<file path="src/rtl/pktcmd_pkg.sv">
package pktcmd_pkg;
   localparam int BUS_W = 32;
   localparam int CMD_W = 2 * BUS_W;

   typedef enum logic [3:0] {
      SEL_ID0, SEL_ID1, SEL_S1L, SEL_S1H, SEL_S2L, SEL_S2H,
      SEL_CNT, SEL_MODE, SEL_NONE
   } reg_sel_e;

   // word index 0..7 inside the first 32 bytes, aligned accesses only
   function automatic reg_sel_e decode_word(input logic aligned, input logic hi_zero,
                                            input logic [2:0] idx);
      if (!aligned || !hi_zero) return SEL_NONE;
      case (idx)
         3'd0: return SEL_ID0;
         3'd1: return SEL_ID1;
         3'd2: return SEL_S1L;
         3'd3: return SEL_S1H;
         3'd4: return SEL_S2L;
         3'd5: return SEL_S2H;
         3'd6: return SEL_CNT;
         default: return SEL_MODE;
      endcase
   endfunction
endpackage

</file>
<file path="src/rtl/pktcmd_regs.sv">
module pktcmd_regs
   import pktcmd_pkg::*;
#(
   parameter int          ADDR_W = 8,
   parameter int          CNT_W  = 32,
   parameter logic [31:0] ID0    = 32'hC0DE0001,
   parameter logic [31:0] ID1    = 32'h636D6467,
   parameter int          MODE_BIT = 31
) (
   input  logic              clk,
   input  logic              rst_n,
   input  logic              wr,
   input  logic [ADDR_W-1:0] addr,
   input  logic [BUS_W-1:0]  wdata,
   input  logic              busy,
   input  logic [CNT_W-1:0]  cnt,
   output logic [BUS_W-1:0]  rdata,
   output logic [CMD_W-1:0]  slot1,
   output logic [CMD_W-1:0]  slot2,
   output logic              triple,
   output logic              cnt_load
);
   reg_sel_e         sel;
   logic [BUS_W-1:0] mode_q;
   logic             cfg_wr;

   assign sel      = decode_word(addr[1:0] == 2'b00, addr[ADDR_W-1:5] == '0, addr[4:2]);
   assign cfg_wr   = wr && !busy;
   assign cnt_load = wr && (sel == SEL_CNT);
   assign triple   = mode_q[MODE_BIT];

   always_ff @(posedge clk or negedge rst_n) begin
      if (!rst_n) begin
         slot1  <= '0;
         slot2  <= '0;
         mode_q <= '0;
      end else if (cfg_wr) begin
         case (sel)
            SEL_S1L:  slot1[BUS_W-1:0]     <= wdata;
            SEL_S1H:  slot1[CMD_W-1:BUS_W] <= wdata;
            SEL_S2L:  slot2[BUS_W-1:0]     <= wdata;
            SEL_S2H:  slot2[CMD_W-1:BUS_W] <= wdata;
            SEL_MODE: mode_q               <= wdata;
            default: ;
         endcase
      end
   end

   always_comb begin
      case (sel)
         SEL_ID0:  rdata = ID0;
         SEL_ID1:  rdata = ID1;
         SEL_S1L:  rdata = slot1[BUS_W-1:0];
         SEL_S1H:  rdata = slot1[CMD_W-1:BUS_W];
         SEL_S2L:  rdata = slot2[BUS_W-1:0];
         SEL_S2H:  rdata = slot2[CMD_W-1:BUS_W];
         SEL_CNT:  rdata = BUS_W'(cnt);
         SEL_MODE: rdata = mode_q;
         default:  rdata = '0;
      endcase
   end

   // configuration must not move during a run
   assert_cfg_frozen_R8: assert property (@(posedge clk) disable iff (!rst_n)
      (busy && wr) |=> ($stable(slot1) && $stable(slot2) && $stable(mode_q)));
endmodule

</file>
<file path="src/rtl/pktcmd_counter.sv">
module pktcmd_counter #(
   parameter int CNT_W = 32
) (
   input  logic             clk,
   input  logic             rst_n,
   input  logic             load,
   input  logic [CNT_W-1:0] load_val,
   input  logic             fire,
   output logic [CNT_W-1:0] cnt,
   output logic             busy
);
   always_ff @(posedge clk or negedge rst_n) begin
      if (!rst_n)    cnt <= '0;
      else if (load) cnt <= load_val;
      else if (fire) cnt <= cnt - 1'b1;
   end

   assign busy = (cnt != '0);

   assert_count_down_R3: assert property (@(posedge clk) disable iff (!rst_n)
      (fire && !load) |=> (cnt == $past(cnt) - 1'b1));
   assert_load_value_R9: assert property (@(posedge clk) disable iff (!rst_n)
      load |=> (cnt == $past(load_val)));
endmodule

</file>
<file path="src/rtl/pktcmd_stepper.sv">
module pktcmd_stepper #(
   parameter bit TRIPLE_EN = 1'b1
) (
   input  logic       clk,
   input  logic       rst_n,
   input  logic       restart,
   input  logic       fire,
   input  logic       triple,
   input  logic       busy,
   output logic [1:0] pos
);
   logic [1:0] pos_nxt;

   generate
      if (TRIPLE_EN) begin : g_triple
         always_comb begin
            case (pos)
               2'd0:    pos_nxt = 2'd1;
               2'd1:    pos_nxt = triple ? 2'd2 : 2'd0;
               default: pos_nxt = 2'd0;
            endcase
         end
      end else begin : g_pair
         always_comb pos_nxt = (pos == 2'd0) ? 2'd1 : 2'd0;
      end
   endgenerate

   always_ff @(posedge clk or negedge rst_n) begin
      if (!rst_n)       pos <= 2'd0;
      else if (restart) pos <= 2'd0;
      else if (fire)    pos <= pos_nxt;
   end

   assert_pos_range_R5: assert property (@(posedge clk) disable iff (!rst_n) pos != 2'd3);
   assert_restart_R10: assert property (@(posedge clk) disable iff (!rst_n)
      restart |=> (pos == 2'd0));
   assert_pair_only_R4: assert property (@(posedge clk) disable iff (!rst_n)
      (busy && !triple) |-> (pos != 2'd2));
endmodule

</file>
<file path="src/rtl/pktcmd_sequencer.sv">
module pktcmd_sequencer
   import pktcmd_pkg::*;
#(
   parameter int          ADDR_W    = 8,
   parameter int          CNT_W     = 32,
   parameter bit          TRIPLE_EN = 1'b1,
   parameter logic [31:0] ID0       = 32'hC0DE0001,
   parameter logic [31:0] ID1       = 32'h636D6467
) (
   input  logic              clk,
   input  logic              rst_n,
   input  logic              bus_wr,
   input  logic [ADDR_W-1:0] bus_addr,
   input  logic [31:0]       bus_wdata,
   output logic [31:0]       bus_rdata,
   output logic              cmd_valid,
   input  logic              cmd_ready,
   output logic [63:0]       cmd_word,
   output logic              busy
);
   localparam int MODE_BIT = BUS_W - 1;

   generate
      if (ADDR_W < 6) begin : g_bad_addr
         $error("ADDR_W must cover at least the 32-byte register window");
      end
      if (CNT_W < 1 || CNT_W > BUS_W) begin : g_bad_cnt
         $error("CNT_W must lie in 1..32");
      end
   endgenerate

   logic [CMD_W-1:0] slot1, slot2;
   logic             triple, cnt_load, fire;
   logic [CNT_W-1:0] cnt;
   logic [1:0]       pos;

   pktcmd_regs #(.ADDR_W(ADDR_W), .CNT_W(CNT_W), .ID0(ID0), .ID1(ID1), .MODE_BIT(MODE_BIT)) u_regs (
      .clk(clk), .rst_n(rst_n), .wr(bus_wr), .addr(bus_addr), .wdata(bus_wdata),
      .busy(busy), .cnt(cnt), .rdata(bus_rdata), .slot1(slot1), .slot2(slot2),
      .triple(triple), .cnt_load(cnt_load)
   );

   pktcmd_counter #(.CNT_W(CNT_W)) u_cnt (
      .clk(clk), .rst_n(rst_n), .load(cnt_load), .load_val(bus_wdata[CNT_W-1:0]),
      .fire(fire), .cnt(cnt), .busy(busy)
   );

   pktcmd_stepper #(.TRIPLE_EN(TRIPLE_EN)) u_step (
      .clk(clk), .rst_n(rst_n), .restart(cnt_load), .fire(fire),
      .triple(triple), .busy(busy), .pos(pos)
   );

   assign cmd_valid = busy;
   assign fire      = cmd_valid && cmd_ready;
   assign cmd_word  = (pos == 2'd0) ? slot1 : slot2;

   assert_hold_R6: assert property (@(posedge clk) disable iff (!rst_n)
      (cmd_valid && !cmd_ready && !cnt_load) |=> (cmd_valid && $stable(cmd_word)));
   assert_abort_R9: assert property (@(posedge clk) disable iff (!rst_n)
      (cnt_load && bus_wdata[CNT_W-1:0] == '0) |=> !cmd_valid);
endmodule

</file>
<file path="config.mk">
export PLATFORM = sky130hd
export DESIGN_NAME = pktcmd_sequencer
export DESIGN_NICKNAME = d
export VERILOG_FILES = /design/src/rtl/pktcmd_pkg.sv /design/src/rtl/pktcmd_regs.sv /design/src/rtl/pktcmd_counter.sv /design/src/rtl/pktcmd_stepper.sv /design/src/rtl/pktcmd_sequencer.sv
export SDC_FILE = /design/constraint.sdc
export NUM_CORES = 1
export LEC_CHECK = 0
export ABC_AREA = 1
export BUFFER_PORTS_ARGS = -buffer_cell sky130_fd_sc_hd__buf_2
export CAP_MARGIN = 10
export CORE_MARGIN = 4
export CORE_UTILIZATION = 30
export DETAILED_ROUTE_END_ITERATION = 6
export PLACE_DENSITY = 0.45
export SETUP_SLACK_MARGIN = 0.05
export SLEW_MARGIN = 20
export SYNTH_ARGS = -nofsm -noshare
export SYNTH_HDL_FRONTEND = slang
export SYNTH_SLANG_ARGS = --single-unit
</file>
<file path="constraint.sdc">
create_clock -name clk -period 2.3 [get_ports clk]
set_input_delay 0.46 -clock clk [delete_from_list [all_inputs] [get_ports clk]]
set_output_delay 0.46 -clock clk [all_outputs]
set_load 0.005 [all_outputs]
</file>
* Word-level counts from Yosys, hierarchy flattened *
Cells that the tools add are included.

word-level totals
  register bits = 194
  input port bits = 44
  output and inout port bits = 98

operators by class
  add/subtract/negate cells = 1
  eq/ne operators = 14
  muxes and demuxes = 12
  reductions and logical operators = 19

operators with widths
  kind                                                                   count
  32-bit case mux with 8 select lines                                    1
  32-bit 2-to-1 mux                                                      2
  64-bit 2-to-1 mux                                                      1
  32-bit nonzero test                                                    1
  32-bit by 1-bit subtractor with 32-bit output (second input constant)  1
  3-bit case mux with 7 select lines                                     1
  4-bit by 3-bit == test with 1-bit output (second input constant)       4
  2-bit AND reduction                                                    5
  3-bit == test (second input constant)                                  3
  4-bit by 2-bit == test with 1-bit output (second input constant)       2
  4-bit 2-to-1 mux                                                       2
  3-bit by 2-bit == test with 1-bit output (second input constant)       2
  3-bit logical NOT                                                      2
  2-bit 2-to-1 mux                                                       3
  4-bit by 1-bit == test with 1-bit output (second input constant)       1
  2-bit logical NOT                                                      2
  4-bit logical NOT                                                      1
  2-bit case mux with 2 select lines                                     1
  3-bit by 1-bit == test with 1-bit output (second input constant)       1
  1-bit logical AND                                                      3
  1-bit logical NOT                                                      3
  2-bit by 1-bit == test with 1-bit output (second input constant)       1
  2-bit nonzero test                                                     1
  1-bit logical OR                                                       1
  1-bit 2-to-1 mux                                                       1

* Depth between registers and ports, before layout *
  depth in word-level cells = 8
  mapped depth = 11

* Hierarchy *
Synthesis repeated with hierarchy kept, for this count alone.

unflattened totals
  cells, all modules = 1,662
  area, all modules = 11,643.7 um2

modules (own cells, without submodules)
  module            instances  cells each  area an instance (um2)  seq. area each (um2)
  pktcmd_regs       1          1,118       8,267.9                 4,003.8
  pktcmd_counter    1          315         2,279.7                 800.8
  pktcmd_sequencer  1          216         999.7                   0.0
  pktcmd_stepper    1          13          96.3                    50.0

* Worst setup path after synthesis *
OpenSTA, ideal clock, no wires.

  path type = input to output
  start point = in bus_addr[6]
  end point = out bus_rdata[1]
  data arrival time = 1,671 ps
  required time = 1,840 ps
  setup slack = 169 ps
  stages on the path = 11
  buffers on the path = 2
  cells stage by stage = nor2_1 -> nand3_2 -> nor2_1 -> nand2_1 -> nor2_2 -> buf_4 -> buf_6 -> nand2_1 -> o21ai_0 -> nor2_1 -> nand2_1

on the way
  cells in the longest elaborated chain, start to end = 7

RTL lines
  element                                                                 RTL line                text
  from (decl)                                                             pktcmd_sequencer.sv:13  input logic [ADDR_W-1:0] bus_addr,
  3-bit logical NOT (*)                                                   pktcmd_regs.sv:27       assign sel = decode_word(addr[1:0] == 2'b00, addr[ADDR_W-1:5] == '0, addr[4:2]);
  1-bit logical NOT (*)                                                   pktcmd_pkg.sv:13        if (!aligned || !hi_zero) return SEL_NONE;
  1-bit logical OR (*)                                                    pktcmd_pkg.sv:13
  1-bit 2-to-1 mux (*)                                                    pktcmd_pkg.sv:13
  4-bit 2-to-1 mux (*)                                                    pktcmd_pkg.sv:14        case (idx)
  4-bit by 3-bit == test with 1-bit output, or another cell as far along  pktcmd_regs.sv:50       case (sel)
  32-bit case mux with 8 select lines (*)                                 pktcmd_regs.sv:50
  to (decl)                                                               pktcmd_sequencer.sv:15  output logic [31:0] bus_rdata,

Mark *: on every way between the ends. The rest lies on a longest branch, timed or not.

* Worst setup path after layout *
  start point = in bus_addr[7]
  end point = out bus_rdata[31]

The elaborated chain is that of the path after synthesis.

==> metrics.md <==
| Metric | Value |
|---|---|
| Cell Count, Final, Fillers Out | `about 2300` |
| Worst path required time | `approximately 1800 ps` |
| R2R Path Start | `u_cnt.cnt[13]` |
| Commonest non-fill, non-tap cells in the layout | `nand2_1 (561), dfrtp_1 (190), inv_1 (148)` |
| Crit path buf inv count | `5` |
| Max incr delay on CP | `approximately 320 ps` |
| Post-Synthesis Cell Area | `around 0.011 sq mm` |
| VDD IR-drop max | `roughly 450 uV` |
| Crit Path Class | `input pin to output port` |
| Worst Clk Skew | `between 10 and 15 ps` |
| Layout cells sized above 1 | `0.253` |
| Failing checks | `setup timing` |
| Worst Setup EP | `bus_rdata[31]` |
| Via/cell ratio | `roughly 5` |
| Number of global-route vias before repair | `around 11000` |
| Drt total wl | `between 40000 and 50000 um` |
| CP top delay family | `simple AND/OR/NAND/NOR gates` |
| RSZ-0062 raised after global routing | `true` |
| Total CTS buffers | `17` |
| Final GP Congestion | `0.881` |
| Post-DP HPWL | `a little over 30000 um` |
| Initial antenna violation count | `0` |
| DRC violations left | `0` |
| CP max-delay cell | `nor3_1` |
| Min cycle time layout | `2380 ps` |
| Starting Density | `0.307` |
| Clk buf depth | `2` |
| GRT Util Overall | `0.223` |
| Pwr per Cell Area | `between 700 and 800 mW/mm^2` |
| CTS H-tree lvls | `4` |
| Routed len/inst | `between 20 and 25 um` |
| Crit end category | `output port` |
| Period utilisation layout | `1.04` |
| Area grow syn2layout | `31.4%` |
| Worst Setup Start Kind | `input pin` |
| Slew @ Worst Pin | `967 ps` |
| Reg-to-reg slack, setup | `between 150 and 200 ps` |
| Pwr Total | `roughly 11 mW` |
| Initial DRC count | `between 1000 and 1500` |
| Fmax | `0.419 GHz` |
| Row count | `69` |
| Diode count | `0` |
| CP Max Fanout | `9` |
| DR pass1 iterations | `5` |
| Worst min path class | `input pin to flip-flop` |
| Most common cell after layout, fill and taps aside | `nand2_1` |
| Inst Count DP | `approximately 2200` |
| Setup-failing EPs final | `31` |
| Max Cap Viol | `0` |
| Overall via count from detail_route | `approximately 11000` |
| Reg2Reg Depth | `10` |
| Syn Nets | `roughly 1600` |
| Worst skew pair latency | `between 400 and 500 ps` |
| Register area share after synthesis | `0.441` |
| Overall die width | `~200 um` |
| Final Max Tran Viols | `0` |
| Avg Inst Size Synth | `between 7 and 8 sq um` |
| Crit Reg-Reg Endpoint | `u_regs.slot2[2]` |
| Clock slew at reported path FFs | `~70 ps` |
| PnR worst setup slack | `-83.9 ps` |
| WP data arrival | `~1900 ps` |
| Clock Sinks | `approximately 190` |
| Routed Antenna Nets | `0` |
| Global-route wire length before repair | `about 67000 um` |
| Synthesized flop and latch total | `around 190` |
| Worst slew margin | `0.355` |
| Status | `finished with violations` |
| Crit path cell chain | `buf_2 > inv_1 > nand3_4 > nor2_4 > buf_4 > nand3_4 > buf_4 > nor2_1 > nor3_1 > nand2_1 > buf_2` |
| Distinct cells, synth | `29` |
| Hold Violations, Final | `0` |
| CP Launch Point | `bus_addr[7]` |
| CTS root buffer | `clkbuf_16` |
| Grt total ovfl | `0` |
| Largest net degree at the start of global routing | `65` |
| LEAKAGE | `around 7.4 nW` |
| Synth Warn # | `0` |
| TritonCTS clock tree | `yes` |
| Critical path depth in cells | `11` |
| Chip height | `200 um` |
| Port Buffers | `approximately 140` |
| Final net count | `~1800` |
| I/O pins | `142` |
| Mapped Cells | `1564` |
| Fillers | `about 3800` |
| Core Area | `between 0.03 and 0.04 sq mm` |
| Die ar. | `roughly 0.04 sq mm` |
worst min-delay path, cell delays in order:
cell	delay [ps]
buf_2	90
nand2_1	60
o21ai_2	40
cell families after synthesis:
family          Yosys count  synth area share
simple gates            846             0.319
compound gates          280             0.138
buf+inv                 231            0.0919
flops                   194             0.441
xor+xnor                 11           0.00875
fa+ha+maj                 2           0.00227
Yosys cell counts:
cell type  count  share of area
nor4_1         1        0.00057
buf_6         10          0.010
nor2_1       130          0.044
o21ai_0      151          0.069
o21ai_1      100          0.045
nor3b_1        1        0.00068
nor2_2         8         0.0045
nand2_2        2         0.0011
nand3_4        5         0.0080
clkbuf_1      23         0.0078
o21ai_4        1         0.0015
inv_1        154          0.052
buf_2         36          0.016
nor3_1        11         0.0050
buf_8          1         0.0014
nand2_4        4         0.0041
nor2_8         2         0.0036
xor2_1        11         0.0087
inv_2          3         0.0010
nand3_2        2         0.0018
nor2_4         5         0.0051
nand2_1      596           0.20
nand4_1        6         0.0034
ha_1           2         0.0023
dfrtp_1      194           0.44
inv_4          1        0.00057
nand3_1       73          0.033
buf_4          3         0.0020
o21ai_2       28          0.022
flip-flops by register name, indices dropped and copies added, names as in the netlist:
name / count
u_cnt.cnt: 32
u_regs.slot1: 64
u_regs.mode_q: 32
u_step.pos: 2
u_regs.slot2: 64
metal layers:
layer / up-vias / track usage / routed length [um]
met2: 339 / 0.341 / 21300
met4: 0 / 0.0566 / 972
li1: 5350 / - / -
met1: 5433 / 0.332 / 21800
met3: 51 / 0.0342 / 2300
met5: - / 0 / 0
what timing repair did:
| action | 4_1_cts | 5_1_grt |
|---|---|---|
| setup buffers | 15 | 17 |
| gates resized for setup | 91 | 122 |
| setup endpoints to repair | 50 | 112 |
| pin swaps | 17 | 26 |
| cloned | 3 | 11 |
| hold buffers | 1 | 0 |
| hold endpoints to repair | 46 | 0 |
power breakdown:
| group | switching (mW) | internal (mW) |
|---|---|---|
| combinational | 2.28 | 1.30 |
| clock | 1.46 | 1.74 |
| sequential | 0.295 | 3.64 |
| total | 4.03 | 6.68 |
cell type report:
cell class / count / area, sq um / area share
Timing Repair Buffer: 269 / 2290 / 0.158
Sequential cell: 194 / 4860 / 0.336
Clock inverter: 12 / 158 / 0.0109
Multi-Input combinational cell: 1139 / 5530 / 0.382
Tap cell: 461 / 577 / 0.0399
Inverter: 158 / 613 / 0.0424
Clock buffer: 19 / 443 / 0.0306
per-stage QoR:
stage	utilization	setup TNS, ps	worst slack, ps	hold slack [ps]	cell area (sq um)
after floorplan	-	0	169	164	11000
final	0.403	-1020	-83.9	221	14500
after detailed placement	0.356	-7920	-253	456	12800
after CTS	0.383	-1510	-84.0	199	13800
after global placement	0.356	-7400	-294	460	12800
after global routing	0.403	-4330	-179	211	14500
worst min-delay path by stage:
stage / end / startpoint / depth (start not counted)
after detailed placement: u_regs.slot2[3] / rst_n / 1
after global placement: u_regs.slot1[3] / rst_n / 1
after floorplan: u_cnt.cnt[0] / rst_n / 0
after CTS: u_regs.slot2[21] / bus_wdata[21] / 3
after global routing: u_regs.slot2[15] / bus_wdata[15] / 3
final: u_regs.slot2[20] / bus_wdata[20] / 3
No activity file was read; power rests on OpenSTA's default activity.
